File: src/rtl/npc_pkg.sv
package npc_pkg;

    // Source chosen for the next program counter
    typedef enum logic [1:0] {
        NPC_SEQ    = 2'd0,
        NPC_BRANCH = 2'd1,
        NPC_JUMP   = 2'd2
    } npc_src_e;

endpackage

File: src/rtl/npc_incr.sv
module npc_incr #(
    parameter int ADDR_W = 32,
    parameter int STEP   = 4
) (
    input  logic [ADDR_W-1:0] pc_cur,
    output logic [ADDR_W-1:0] pc_inc
);
    localparam logic [ADDR_W-1:0] STEP_V = ADDR_W'(STEP);

    // Modulo 2^ADDR_W increment by one instruction word
    assign pc_inc = pc_cur + STEP_V;
endmodule

File: src/rtl/npc_branch_tgt.sv
module npc_branch_tgt #(
    parameter int ADDR_W = 32,
    parameter int OFF_W  = 16,
    parameter int SH     = 2
) (
    input  logic [ADDR_W-1:0] base,
    input  logic [OFF_W-1:0]  offset,
    output logic [ADDR_W-1:0] target
);
    localparam int EXT_W = ADDR_W - OFF_W - SH;

    logic [ADDR_W-1:0] disp;

    // Sign-extend the word offset and scale it to a byte displacement
    assign disp   = {{EXT_W{offset[OFF_W-1]}}, offset, {SH{1'b0}}};
    assign target = base + disp;
endmodule

File: src/rtl/npc_jump_tgt.sv
module npc_jump_tgt #(
    parameter int ADDR_W = 32,
    parameter int IDX_W  = 26,
    parameter int SH     = 2
) (
    input  logic [ADDR_W-1:0] base,
    input  logic [IDX_W-1:0]  index,
    output logic [ADDR_W-1:0] target
);
    localparam int HI_W = ADDR_W - IDX_W - SH;

    // Keep the region bits of the incremented PC, replace the rest
    assign target = {base[ADDR_W-1 -: HI_W], index, {SH{1'b0}}};
endmodule

File: src/rtl/npc_select.sv
module npc_select
    import npc_pkg::*;
#(
    parameter int ADDR_W = 32
) (
    input  logic              br_en,
    input  logic              alu_zero,
    input  logic              jmp_en,
    input  logic [ADDR_W-1:0] seq_addr,
    input  logic [ADDR_W-1:0] br_addr,
    input  logic [ADDR_W-1:0] jmp_addr,
    output logic [ADDR_W-1:0] next_addr
);
    npc_src_e src;

    // Source decision: jump outranks a taken branch
    always_comb begin
        if (jmp_en)
            src = NPC_JUMP;
        else if (br_en && alu_zero)
            src = NPC_BRANCH;
        else
            src = NPC_SEQ;
    end

    // Address steering per source
    always_comb begin
        unique case (src)
            NPC_JUMP:   next_addr = jmp_addr;
            NPC_BRANCH: next_addr = br_addr;
            default:    next_addr = seq_addr;
        endcase
    end
endmodule

File: src/rtl/pc_sequencer.sv
module pc_sequencer #(
    parameter int          ADDR_W    = 32,
    parameter int          INSTR_W   = 32,
    parameter int          OFF_W     = 16,
    parameter int          IDX_W     = 26,
    parameter logic [31:0] RESET_VEC = 32'h0000_0000
) (
    input  logic               clk,
    input  logic               rst,
    input  logic [INSTR_W-1:0] instr,
    input  logic               alu_zero,
    input  logic               br_en,
    input  logic               jmp_en,
    output logic [ADDR_W-1:0]  pc_q,
    output logic [ADDR_W-1:0]  pc_plus4,
    output logic [ADDR_W-1:0]  br_target,
    output logic [ADDR_W-1:0]  jmp_target,
    output logic [ADDR_W-1:0]  pc_next
);
    localparam int STEP = INSTR_W / 8;
    localparam int SH   = $clog2(STEP);

    logic op_unused;
    assign op_unused = ^instr[INSTR_W-1:IDX_W];

    npc_incr #(.ADDR_W(ADDR_W), .STEP(STEP)) u_incr (
        .pc_cur (pc_q),
        .pc_inc (pc_plus4)
    );

    npc_branch_tgt #(.ADDR_W(ADDR_W), .OFF_W(OFF_W), .SH(SH)) u_br (
        .base   (pc_plus4),
        .offset (instr[OFF_W-1:0]),
        .target (br_target)
    );

    npc_jump_tgt #(.ADDR_W(ADDR_W), .IDX_W(IDX_W), .SH(SH)) u_jmp (
        .base   (pc_plus4),
        .index  (instr[IDX_W-1:0]),
        .target (jmp_target)
    );

    npc_select #(.ADDR_W(ADDR_W)) u_sel (
        .br_en     (br_en),
        .alu_zero  (alu_zero),
        .jmp_en    (jmp_en),
        .seq_addr  (pc_plus4),
        .br_addr   (br_target),
        .jmp_addr  (jmp_target),
        .next_addr (pc_next)
    );

    // Program counter register: loads every edge, reset is synchronous
    always_ff @(posedge clk) begin
        if (rst)
            pc_q <= RESET_VEC[ADDR_W-1:0];
        else
            pc_q <= pc_next;
    end
endmodule

File: config.mk
export PLATFORM = sky130hd
export DESIGN_NAME = pc_sequencer
export DESIGN_NICKNAME = d
export VERILOG_FILES = /design/src/rtl/npc_pkg.sv /design/src/rtl/npc_incr.sv /design/src/rtl/npc_branch_tgt.sv /design/src/rtl/npc_jump_tgt.sv /design/src/rtl/npc_select.sv /design/src/rtl/pc_sequencer.sv
export SDC_FILE = /design/constraint.sdc
export NUM_CORES = 1
export LEC_CHECK = 0
export ABC_AREA = 1
export BUFFER_PORTS_ARGS = -buffer_cell sky130_fd_sc_hd__buf_2
export CORE_AREA = 10 10 115 117
export DETAILED_ROUTE_END_ITERATION = 12
export DIE_AREA = 0 0 125 127
export PLACE_DENSITY = 0.77
export RECOVER_POWER = 25
export SLEW_MARGIN = 40
export SYNTH_ARGS = -nofsm -noshare
export SYNTH_HDL_FRONTEND = slang
export SYNTH_SLANG_ARGS = --single-unit
export TNS_END_PERCENT = 20
File: constraint.sdc
create_clock -name clk -period 3.05 [get_ports clk]
set_input_delay 0.4575 -clock clk [delete_from_list [all_inputs] [get_ports clk]]
set_output_delay 0.4575 -clock clk [all_outputs]
set_load 0.01 [all_outputs]
==> flow_summary_export.csv <==
group,metric,value,unit
outcome,outcome,"complete, but fails checks",
outcome,violations,"max-capacitance violations, max-slew violations, negative setup slack",
drt,viasPerCell,5.75,
clocking,clkTransAtPathRegs,60,ps
worst_setup_path,end_kind,"primary output",
logic_synthesis,syn_area,4910,µm²
clocking,clk_latency,290,ps
global_routing,grt_pass1_wl,38.5,mm
cells_and_area,n_antenna_cell,0,
global_routing,first_global_vias,7420,
floorplanning,core,11100,µm²
worst_setup_path,cp.required,2590,ps
drt,postRouteAntennaNets,0,
floorplanning,rows,39,
clocking,numClockSinks,32,
clocking,cts_buffers,5,
clocking,cts_tree,"yes",
clocking,holdBufCountCts,0,
sta,min_period,4000,ps
placed_design,gp_congestion,0.987,
logic_synthesis,syn_avg_cell_area,5.65,µm²
logic_synthesis,synth_edf_count,0,
min_path,min_path_type,"flop to flop",
worst_setup_path,worstPathArrival,3550,ps
drt,wl,28.0,mm
logic_synthesis,synth_cells,870,
drt,top_layer,"met4",
logic_synthesis,synth_ff_type,"dfxtp_1",
worst_setup_path,worstPathMaxFanout,5,
logic_synthesis,ys_warn_count,0,
floorplanning,start_util,44.2,%
global_routing,antenna_found_initial,0,
global_routing,grt_max_degree,33,
drt,wl_met3,3.31,mm
cells_and_area,fin_area,8510,µm²
sta,setup_viol,53,
drt,wire_per_inst,20.5,µm
drt,dr_wl_met2,13.0,mm
floorplanning,die_height,127,µm
cells_and_area,final_common_cell,"nand2_1",
global_routing,grt_overflow_total,0,
clocking,root_buffer,"clkbuf_16",
cells_and_area,area_delta_synth_final,73.1,%
clocking,clk_path_buf_depth,2,
logic_synthesis,synth_seq_cells,32,
placed_design,hpwl,17.1,mm
power_and_ir_drop,powerDensity,322,nW/µm²
sta,rsz0062_at_grt,"yes",
sta,layout_setup_ws,-954,ps
sta,worst_pin_slew,1810,ps
cells_and_area,drive_gt1_share,51.1,%
placed_design,numPortBuffers,188,
cells_and_area,reg_top3,"pc_q: 32 flops",
sta,finalHoldViolCount,0,
sta,drv_slew,33,
power_and_ir_drop,power.leakage,0.00481,µW
sta,slew_headroom,-20.4,%
sta,finalCritPeriodShare,131,%
drt,wl_met1,9.22,mm
cells_and_area,largest_reg_flops,32,
drt,vias,7857,
sta,skew,6.03,ps
floorplanning,die_w,125,µm
flow_run,maxCapViolCount,1,
logic_synthesis,synth.distinct_cells,44,
drt,initialDrtViolationCount,1313,
worst_setup_path,crit_path_start_kind,"flop",
sta,fmax,250,MHz
drt,detail_route.drc_violations,0,
logic_synthesis,ys_async_sr_fraction,0,%
global_routing,grtUsageTotal,29.4,%
power_and_ir_drop,ir_drop,0.000291,V
floorplanning,die_area,15900,µm²
placed_design,postPlaceCellArea,7080,µm²
clocking,cts_htree_levels,2,
logic_synthesis,ys_seq_area_share,13.0,%
placed_design,place_ws,-371,ps
cells_and_area,layout_common_cells,"nand2_1, buf_4, buf_2, inv_1, nand3_1",
worst_setup_path,worstSetupPathType,"flop to primary output",
floorplanning,ioPinCount,197,
cells_and_area,fin_nets,1296,
cells_and_area,top_register,"pc_q",
cells_and_area,postLayoutCoreUtil,76.5,%
drt,drt_pass1_iterations,6,
synth_stat cells (3+ instances only):
master	n	area (µm²)
a21o_1	4	30.0
a21oi_1	40	200
a21oi_2	4	35.0
a31oi_1	7	43.8
and2_1	19	119
buf_2	3	15.0
buf_4	36	270
clkbuf_1	9	33.8
dfxtp_1	32	641
ha_1	36	450
inv_1	125	469
inv_2	9	33.8
nand2_1	316	1190
nand2_2	7	43.8
nand3_1	72	360
nand3_2	5	50.1
nand3b_1	3	22.5
nand4_1	8	50.1
nor2_1	54	203
nor2_2	5	31.3
nor2_4	5	56.3
nor3_1	11	55.1
o21ai_0	5	25.0
o21ai_1	3	15.0
o21bai_1	6	45.0
or2_2	3	18.8
xnor2_1	3	26.3
xor2_1	24	210
cells by family after synthesis:
group	count (synthesis)	synth area share (%)
AND/OR/NAND/NOR	517	47.0
buffers and inverters	183	16.8
AO/OA/AOI/OAI	73	8.73
adder cells (fa/ha/maj)	37	9.57
flip-flops	32	13.0
XOR/XNOR	27	4.81
other	1	0.0763
layer usage:
metal | vias up | track usage (%)
li1 | 3366 | -
met1 | 3552 | 33.0
met2 | 699 | 50.9
met3 | 240 | 6.08
met4 | 0 | 17.0
met5 | - | 0
path summary, 6_finish.rpt:
path / slack (ps) / end / cells after the start / from
min reg2reg: 480 / pc_q[0] / 2 / pc_q[0]
max: -950 / pc_next[27] / 20 / pc_q[8]
max reg2reg: -600 / pc_q[28] / 26 / pc_q[8]
min: 480 / pc_q[0] / 2 / pc_q[0]
worst max-delay path, stage by stage, from the launching register on:
cell,delay (ps)
dfxtp_2,340
buf_4,150
nand2_1,90
buf_4,150
nor2_4,70
nand2_2,120
nor3_4,290
nand3_1,150
nand2_1,110
inv_2,90
ha_4,280
nand2_1,110
nor2_2,170
inv_1,100
o21bai_1,420
nor2_1,130
nand2_1,80
nand2_1,60
nand3_1,120
nand2_1,80
buf_2,150
metrics by stage:
| stage | power (µW) | TNS [ps] | instances | hold slack [ps] |
|---|---|---|---|---|
| 2_1_floorplan | 1150 | -3.78 | 871 | 498 |
| 3_3_place_gp | 1770 | -7150 | 1325 | 462 |
| 3_5_place_dp | 1780 | -9280 | 1325 | 476 |
| 4_1_cts | 2560 | -14210 | 1362 | 481 |
| 5_1_grt | 2840 | -31170 | 1366 | 500 |
| 6_report | 2740 | -24160 | 1366 | 482 |
area by class of cell:
type,count,area [µm²]
Fill cell,688,2620
Sequential cell,32,662
Clock buffer,5,125
Multi-Input combinational cell,656,4510
Tap cell,143,179
Clock inverter,3,42.5
Inverter,135,512
Timing Repair Buffer,392,2480
power by group:
part,switching (µW),leakage [µW],internal [µW]
sequential,39.0,0.000269,450
combinational,947,0.00446,709
clock,215,0.0000798,384
what timing repair did:
| item | CTS | global route |
|---|---|---|
| pin swaps | 56 | 23 |
| setup endpoints to repair | 49 | 62 |
| gates cloned | 0 | 0 |
| gates resized for setup | 172 | 73 |
| setup buffers | 29 | 4 |
Power figures use the tool's default switching activity.
